`config.mk`:
```
export PLATFORM = sky130hd
export DESIGN_NAME = branch_cond_unit
export DESIGN_NICKNAME = d
export VERILOG_FILES = /design/src/rtl/bcu_pkg.sv /design/src/rtl/bcu_cond_vec.sv /design/src/rtl/bcu_select.sv /design/src/rtl/bcu_pipe_reg.sv /design/src/rtl/branch_cond_unit.sv
export SDC_FILE = /design/constraint.sdc
export NUM_CORES = 1
export LEC_CHECK = 0
export ABC_CLOCK_PERIOD_IN_PS = 1400
export BUFFER_PORTS_ARGS = -buffer_cell sky130_fd_sc_hd__buf_2
export CORE_AREA = 2 2 39 41
export CTS_BUF_LIST = sky130_fd_sc_hd__clkbuf_4 sky130_fd_sc_hd__clkbuf_8
export DETAILED_ROUTE_END_ITERATION = 16
export DIE_AREA = 0 0 41 43
export GPL_TIMING_DRIVEN = 0
export PLACE_DENSITY_LB_ADDON = 0.08
export SLEW_MARGIN = 25
export SYNTH_ARGS = -nofsm -noshare
export SYNTH_HDL_FRONTEND = slang
export SYNTH_SLANG_ARGS = --single-unit
export TNS_END_PERCENT = 30
```
`constraint.sdc`:
```
create_clock -name clk -period 1.4 [get_ports clk]
set_clock_uncertainty 0.05 [all_clocks]
set_input_delay 0.07 -clock clk [delete_from_list [all_inputs] [get_ports clk]]
set_output_delay 0.07 -clock clk [all_outputs]
set_load 0.1 [all_outputs]
```
`src/rtl/bcu_pkg.sv`:
```
package bcu_pkg;

  localparam int CODE_W    = 4;
  localparam int NUM_CODES = 1 << CODE_W;
  localparam int FLAG_W    = 5;

  typedef enum logic [CODE_W-1:0] {
    CC_C_CLR   = 4'd0,
    CC_C_SET   = 4'd1,
    CC_Z_CLR   = 4'd2,
    CC_Z_SET   = 4'd3,
    CC_V_CLR   = 4'd4,
    CC_V_SET   = 4'd5,
    CC_N_CLR   = 4'd6,
    CC_N_SET   = 4'd7,
    CC_ULE     = 4'd8,
    CC_UGT     = 4'd9,
    CC_SGE     = 4'd10,
    CC_SLT     = 4'd11,
    CC_SGT     = 4'd12,
    CC_SLE     = 4'd13,
    CC_ALWAYS  = 4'd14,
    CC_PFLAG   = 4'd15
  } cond_e;

  // Packed so that c lands at bit 0 and p at bit 4.
  typedef struct packed {
    logic p;
    logic n;
    logic z;
    logic v;
    logic c;
  } flags_t;

  function automatic logic cond_holds(input cond_e code, input flags_t f);
    logic res;
    case (code)
      CC_C_CLR:  res = ~f.c;
      CC_C_SET:  res = f.c;
      CC_Z_CLR:  res = ~f.z;
      CC_Z_SET:  res = f.z;
      CC_V_CLR:  res = ~f.v;
      CC_V_SET:  res = f.v;
      CC_N_CLR:  res = ~f.n;
      CC_N_SET:  res = f.n;
      CC_ULE:    res = f.c | f.z;
      CC_UGT:    res = ~(f.c | f.z);
      CC_SGE:    res = ~(f.v ^ f.n);
      CC_SLT:    res = f.v ^ f.n;
      CC_SGT:    res = ~((f.v ^ f.n) | f.z);
      CC_SLE:    res = (f.v ^ f.n) | f.z;
      CC_ALWAYS: res = 1'b1;
      CC_PFLAG:  res = f.p;
      default:   res = 1'b0;
    endcase
    return res;
  endfunction

endpackage

```
`src/rtl/bcu_cond_vec.sv`:
```
// Evaluates every condition in parallel for one flag vector.
module bcu_cond_vec
  import bcu_pkg::*;
#(
  parameter int N = NUM_CODES
) (
  input  flags_t       flags,
  output logic [N-1:0] hits
);

  for (genvar k = 0; k < N; k++) begin : g_cond
    assign hits[k] = cond_holds(cond_e'(k), flags);
  end

endmodule

```
`src/rtl/bcu_select.sv`:
```
// Picks the condition bit named by the code.
module bcu_select
  import bcu_pkg::*;
#(
  parameter int W = CODE_W,
  localparam int N = 1 << W
) (
  input  logic [N-1:0] hits,
  input  logic [W-1:0] code,
  output logic         sel
);

  assign sel = hits[code];

endmodule

```
`src/rtl/bcu_pipe_reg.sv`:
```
// One register slot with valid/ready on both sides.
module bcu_pipe_reg #(
  parameter int W = 1
) (
  input  logic         clk,
  input  logic         rst,
  input  logic         up_valid,
  output logic         up_ready,
  input  logic [W-1:0] up_data,
  output logic         dn_valid,
  input  logic         dn_ready,
  output logic [W-1:0] dn_data
);

  assign up_ready = ~dn_valid | dn_ready;

  always_ff @(posedge clk) begin
    if (rst) begin
      dn_valid <= 1'b0;
      dn_data  <= '0;
    end else if (up_ready) begin
      dn_valid <= up_valid;
      if (up_valid) dn_data <= up_data;
    end
  end

endmodule

```
`src/rtl/branch_cond_unit.sv`:
```
module branch_cond_unit
  import bcu_pkg::*;
(
  input  logic              clk,
  input  logic              rst,
  input  logic              cond_valid,
  output logic              cond_ready,
  input  logic [CODE_W-1:0] cond_code,
  input  logic [FLAG_W-1:0] cond_flags,
  output logic              res_valid,
  input  logic              res_ready,
  output logic              res_taken
);

  logic [NUM_CODES-1:0] hits;
  logic                 taken_now;

  bcu_cond_vec #(.N(NUM_CODES)) u_vec (
    .flags (flags_t'(cond_flags)),
    .hits  (hits)
  );

  bcu_select #(.W(CODE_W)) u_sel (
    .hits (hits),
    .code (cond_code),
    .sel  (taken_now)
  );

  bcu_pipe_reg #(.W(1)) u_out (
    .clk      (clk),
    .rst      (rst),
    .up_valid (cond_valid),
    .up_ready (cond_ready),
    .up_data  (taken_now),
    .dn_valid (res_valid),
    .dn_ready (res_ready),
    .dn_data  (res_taken)
  );

endmodule

```
==> results of run 1 <==
where the power goes:
group          switching (mW)  internal [mW]
clock network          0.0379          0.125
logic                  0.0782         0.0441
registers             0.00287         0.0621
synthesized netlist by cell type, drive strengths merged:
library cell	count	area (um^2)
nand3b	1	7.51
a41o	1	10.0
or3b	1	8.76
o311ai	1	8.76
inv	2	7.51
nand2b	2	12.5
buf	1	11.3
a21oi	5	25.0
dfxtp	2	40.0
mux4	1	22.5
o2111a	1	11.3
o21ai	1	5.00
a211oi	1	12.5
nor3	1	5.00
nor2	1	3.75
xor2	3	26.3
metal layers:
layer	wire length (um)	vias up	GRT usage	part of all wire
li1	-	134	-	-
met5	0	-	0	0
met3	32	0	0.0628	0.057
met1	263	112	0.105	0.47
met2	266	8	0.100	0.47
met4	0	0	0.0200	0
kinds of logic after synthesis:
logic type | Yosys count | share of synthesized area
AO/OA/AOI/OAI | 10 | 0.333
AND/OR/NAND/NOR | 6 | 0.172
XOR/XNOR | 3 | 0.121
buffers and inverters | 3 | 0.0862
flip-flops | 2 | 0.184
multiplexers | 1 | 0.103
layout make-up:
| type | count | area, um^2 | area share |
|---|---|---|---|
| multi-input cells | 20 | 166 | 0.462 |
| repair buffers | 15 | 80.1 | 0.222 |
| well taps | 16 | 20.0 | 0.0556 |
| plain buffers | 1 | 11.3 | 0.0312 |
| flip-flops and latches | 2 | 45.0 | 0.125 |
| inverters | 2 | 7.51 | 0.0208 |
| clock buffers | 4 | 30.0 | 0.0833 |
worst register-to-register path, cell delays in order, from the launching register on:
cell and delay [ns]:
dfxtp_4 0.34, nand2b_4 0.08, a21oi_1 0.06, a41o_1 0.21, a211oi_2 0.13
worst paths after layout:
kind	startpoint	endpoint	slack (ns)	cells after the start
worst max-delay path	u_out.dn_valid$_SDFFE_PP0N_	cond_ready	0.21	2
worst min-delay path	cond_valid	u_out.dn_valid$_SDFFE_PP0N_	0.04	3
worst max register to register	u_out.dn_valid$_SDFFE_PP0N_	u_out.dn_data$_SDFFE_PP0P_	0.45	4
worst min register to register	u_out.dn_valid$_SDFFE_PP0N_	u_out.dn_valid$_SDFFE_PP0N_	0.46	2
registers in the layout (all words and copies together), names as in the netlist:
register and flops:
u_out.dn_data 1, u_out.dn_valid 1
placed cells by master (no fill, tap or decap), types with 2 or more instances in the layout:
master and count:
a21oi_1 5, buf_2 14, clkbuf_4 4, inv_1 2, xor2_1 3
metrics by stage:
step           power, mW  hold slack, ns  utilization  cell area [um^2]  worst slack [ns]
6_report           0.351          0.0383        0.260               360             0.209
5_1_grt            0.384          0.0526        0.260               360             0.149
4_1_cts            0.363          0.0279        0.260               360             0.190
3_5_place_dp       0.187           0.206        0.231               320            0.0499
3_3_place_gp       0.187           0.201        0.231               320            0.0321
2_1_floorplan      0.153          0.0794            -               230            0.0418
what timing repair did:
action                                  CTS  global route
endpoints found under the hold margin     2             0
setup buffers                             0             0
hold buffers                              1             0
endpoints found under the setup margin    0             0
==> impl_metrics.tcl, run 1 <==
set metrics [dict create \
    max_freq_mhz 840 \
    setup_violations 0 \
    routed_via_density 4.23 \
    yosysWarningCount 0 \
    synth_area_per_cell_um2 8.71 \
    critPathMaxFanout 5 \
    total_leakage_power_nw 0.170 \
    grt_setup_unrepaired "false" \
    grt_max_degree 9 \
    path_clk_slew_ns 0.04 \
    peakVddDrop_uv 390 \
    wl_per_cell_um 9.37 \
    report.final.slew_viol_count 0 \
    cp-start-kind "flip-flop" \
    ant_nets 0 \
    drtIter0Drc 3 \
    final_hold_viol_count 0 \
    antenna_cells 0 \
    status "finished, final reports clean" \
    synthToLayoutAreaGrowth_pct 65.5 \
    die_h_um 43 \
    grt_overflow 0 \
    cts_tree "built" \
    endpoint_kind "output port" \
    clockBufferDepth 2 \
    rows 14 \
    vias 254 \
    cts_buffers 3 \
    max_slew_margin 0.680 \
    synth_fp_nets 38 \
    clkLatencyLatePin_ns 0.23 \
    cts_resized 0 \
    cp_top_family "buffers and inverters" \
    grt_pass1_vias 230 \
    cp_cell_sequence "nand2b_4, buf_2" \
    synth_cell_type_count 16 \
    core_area_um2 1380 \
    timing.max_cap.violations 0 \
    path_buf_inv 1 \
    slowest_delay_ns 0.42 \
    io_buffer_count 14 \
    ys_seq_area_frac 0.184 \
    critPathRequiredTime_ns 1.28 \
    min_path_type "in -> reg" \
    cp_slowest_cell "buf_2" \
    fin_crit_ns 1.19 \
    die_area_um2 1760 \
    power_density_nw_per_um2 973 \
    fp.dieW_um 41 \
    drive_gt1_frac 0.545 \
    antenna_found_initial 0 \
    dp_hpwl_um 468 \
    ys_seq_elements 2 \
    io_pins 16 \
    drc_errors 0 \
    fillers 155 \
    fin_cells 60 \
    finalSetupTns_ns 0 \
    start_util 0.157 \
    htree_levels 1 \
    drt_pass1_iterations 2 \
    arrival_ns 1.07 \
    synthCells 25 \
    grt_first_pass_wirelength_um 931 \
    crit_type "reg -> out" \
    root_buffer "clkbuf_4" \
    gp_congestion 0.693 \
    track_usage 0.0801 \
    dp_cells 55 \
    netlist_area_um2 218 \
    min_period_over_period 0.851 \
    drt_wl_total_um 562 \
    nNetsFinal 58 \
    clkSinkCount 2 \
    worstMarginPinSlew_ns 0.484 \
]
(Power assumes the default switching activity.)
==> inputs of run 2 (changes only) <==
Settings changed: REMOVE_ABC_BUFFERS from default to 1.
==> run 2 against run 1 <==
  * Sequential power down 1%
  * Global-route usage down 0.28 points
  * First-iteration DRC count down 100%
  * Fmax down 3.7%
==> impl_metrics.tcl, run 2 (synthesized netlist as in run 1, its figures left out) <==
set metrics [dict create \
    die_h_um 43 \
    worstMarginPinSlew_ns 0.485 \
    endpoint_kind "output port" \
    min_path_type "in -> reg" \
    ant_nets 0 \
    report.final.slew_viol_count 0 \
    io_buffer_count 15 \
    status "finished, final reports clean" \
    cp_cell_sequence "nand2b_1, buf_2" \
    clkLatencyLatePin_ns 0.22 \
    fp.dieW_um 41 \
    io_pins 16 \
    die_area_um2 1760 \
    rr_worst_depth 4 \
    cts_resized 0 \
    cp-start-kind "flip-flop" \
    critPathLaunch "u_out.dn_valid$_SDFFE_PP0N_" \
    peakVddDrop_uv 533 \
    layout_common_cells "buf_2 (15), a21oi_1 (5), xor2_1 (3), clkbuf_4 (3)" \
    clockBufferDepth 2 \
    timing.max_cap.violations 0 \
    core_area_um2 1380 \
    largestRegisters "u_out.dn_data (1), u_out.dn_valid (1)" \
    max_freq_mhz 808 \
    drtIter0Drc 0 \
    gp_congestion 0.647 \
    r2r_end "u_out.dn_data$_SDFFE_PP0P_" \
    path_clk_slew_ns 0.03 \
    r2r_slack_ns 0.40 \
    wl_per_cell_um 9.12 \
    grt_setup_unrepaired "false" \
    finalSetupTns_ns 0 \
    nNetsFinal 58 \
    cts_tree "built" \
    root_buffer "clkbuf_4" \
    fin_crit_ns 1.24 \
    register_area_um2 40.0 \
    cp_top_family "buffers and inverters" \
    antenna_found_initial 0 \
    htree_levels 1 \
    start_util 0.157 \
    critPathMaxFanout 5 \
    rows 14 \
    routed_via_density 4.47 \
    min_period_over_period 0.884 \
    slowest_delay_ns 0.46 \
    worstSetupEndpoint "cond_ready" \
    cp_slowest_cell "buf_2" \
    path_buf_inv 1 \
    vias 264 \
    clkSinkCount 2 \
    fin_util 0.241 \
    final_common_cell "buf_2" \
    grt_max_degree 9 \
    total_leakage_power_nw 0.157 \
    drive_gt1_frac 0.465 \
    total_power_mw 0.306 \
    fillers 164 \
    max_slew_margin 0.679 \
    critPathRequiredTime_ns 1.28 \
    power_density_nw_per_um2 915 \
    drt_pass1_iterations 1 \
    dp_cells 55 \
    synthToLayoutAreaGrowth_pct 53.4 \
    crit_type "reg -> out" \
    multi_input_area_um2 159 \
    antenna_cells 0 \
    fin_cells 59 \
    cp_num_cells 2 \
    r2r_start "u_out.dn_valid$_SDFFE_PP0N_" \
    arrival_ns 1.12 \
    final_hold_viol_count 0 \
    grt_pass1_vias 251 \
    drt_wl_total_um 538 \
    track_usage 0.0773 \
    grt_first_pass_wirelength_um 869 \
    setup_violations 0 \
    drc_errors 0 \
    cts_buffers 3 \
    grt_overflow 0 \
]
==> run 2: layout make-up <==
| cell class | count | share of cell area |
|---|---|---|
| multi-input cells | 20 | 0.476 |
| repair buffers | 16 | 0.255 |
| flip-flops and latches | 2 | 0.120 |
| clock buffers | 3 | 0.0674 |
| well taps | 16 | 0.0599 |
| inverters | 2 | 0.0225 |
==> run 2: through the flow <==
stage / setup WS [ns] / cell area (um^2) / hold slack [ns]
6_report: 0.163 / 334 / 0.0709
5_1_grt: 0.117 / 334 / 0.0762
4_1_cts: 0.150 / 334 / 0.0626
3_5_place_dp: -0.0229 / 302 / 0.214
3_3_place_gp: -0.0317 / 302 / 0.208
2_1_floorplan: -1.14 / 206 / 0.0891
==> run 2: per-layer routing <==
metal  routed length [um]  track usage  vias to the layer above
li1                     -            -                      132
met1                  184       0.0643                      127
met2                  328        0.122                        5
met3                   25       0.0314                        0
met4                    0       0.0800                        0
met5                    0            0                        -
==> run 2: worst min path at each step <==
stage / startpoint / to / slack (ns) / cells after the start
final: cond_valid / u_out.dn_valid$_SDFFE_PP0N_ / 0.07 / 3
after detailed placement: rst / u_out.dn_data$_SDFFE_PP0P_ / 0.21 / 2
after global routing: cond_valid / u_out.dn_valid$_SDFFE_PP0N_ / 0.08 / 3
after CTS: cond_valid / u_out.dn_valid$_SDFFE_PP0N_ / 0.06 / 3
after global placement: rst / u_out.dn_valid$_SDFFE_PP0N_ / 0.21 / 2
after floorplan: rst / u_out.dn_valid$_SDFFE_PP0N_ / 0.09 / 1
==> run 2: worst register-to-register path, delay by kind of cell, from the launching register on <==
kind,cells,cell delay [ns]
AOI/OAI and AO/OA,3,0.43
DFF,1,0.29
and+or+nand+nor,1,0.15
==> run 2: what timing repair did <==
action	4_1_cts	5_1_grt
endpoints found under the hold margin	2	0
hold buffers	1	0
buffers inserted	0	0
==> run 2: report_power, final <==
group | total [mW] | switching (mW) | internal (mW)
registers | 0.0643 | 0.00208 | 0.0622
logic | 0.119 | 0.0780 | 0.0406
clock network | 0.123 | 0.0288 | 0.0942
total | 0.306 | 0.109 | 0.197
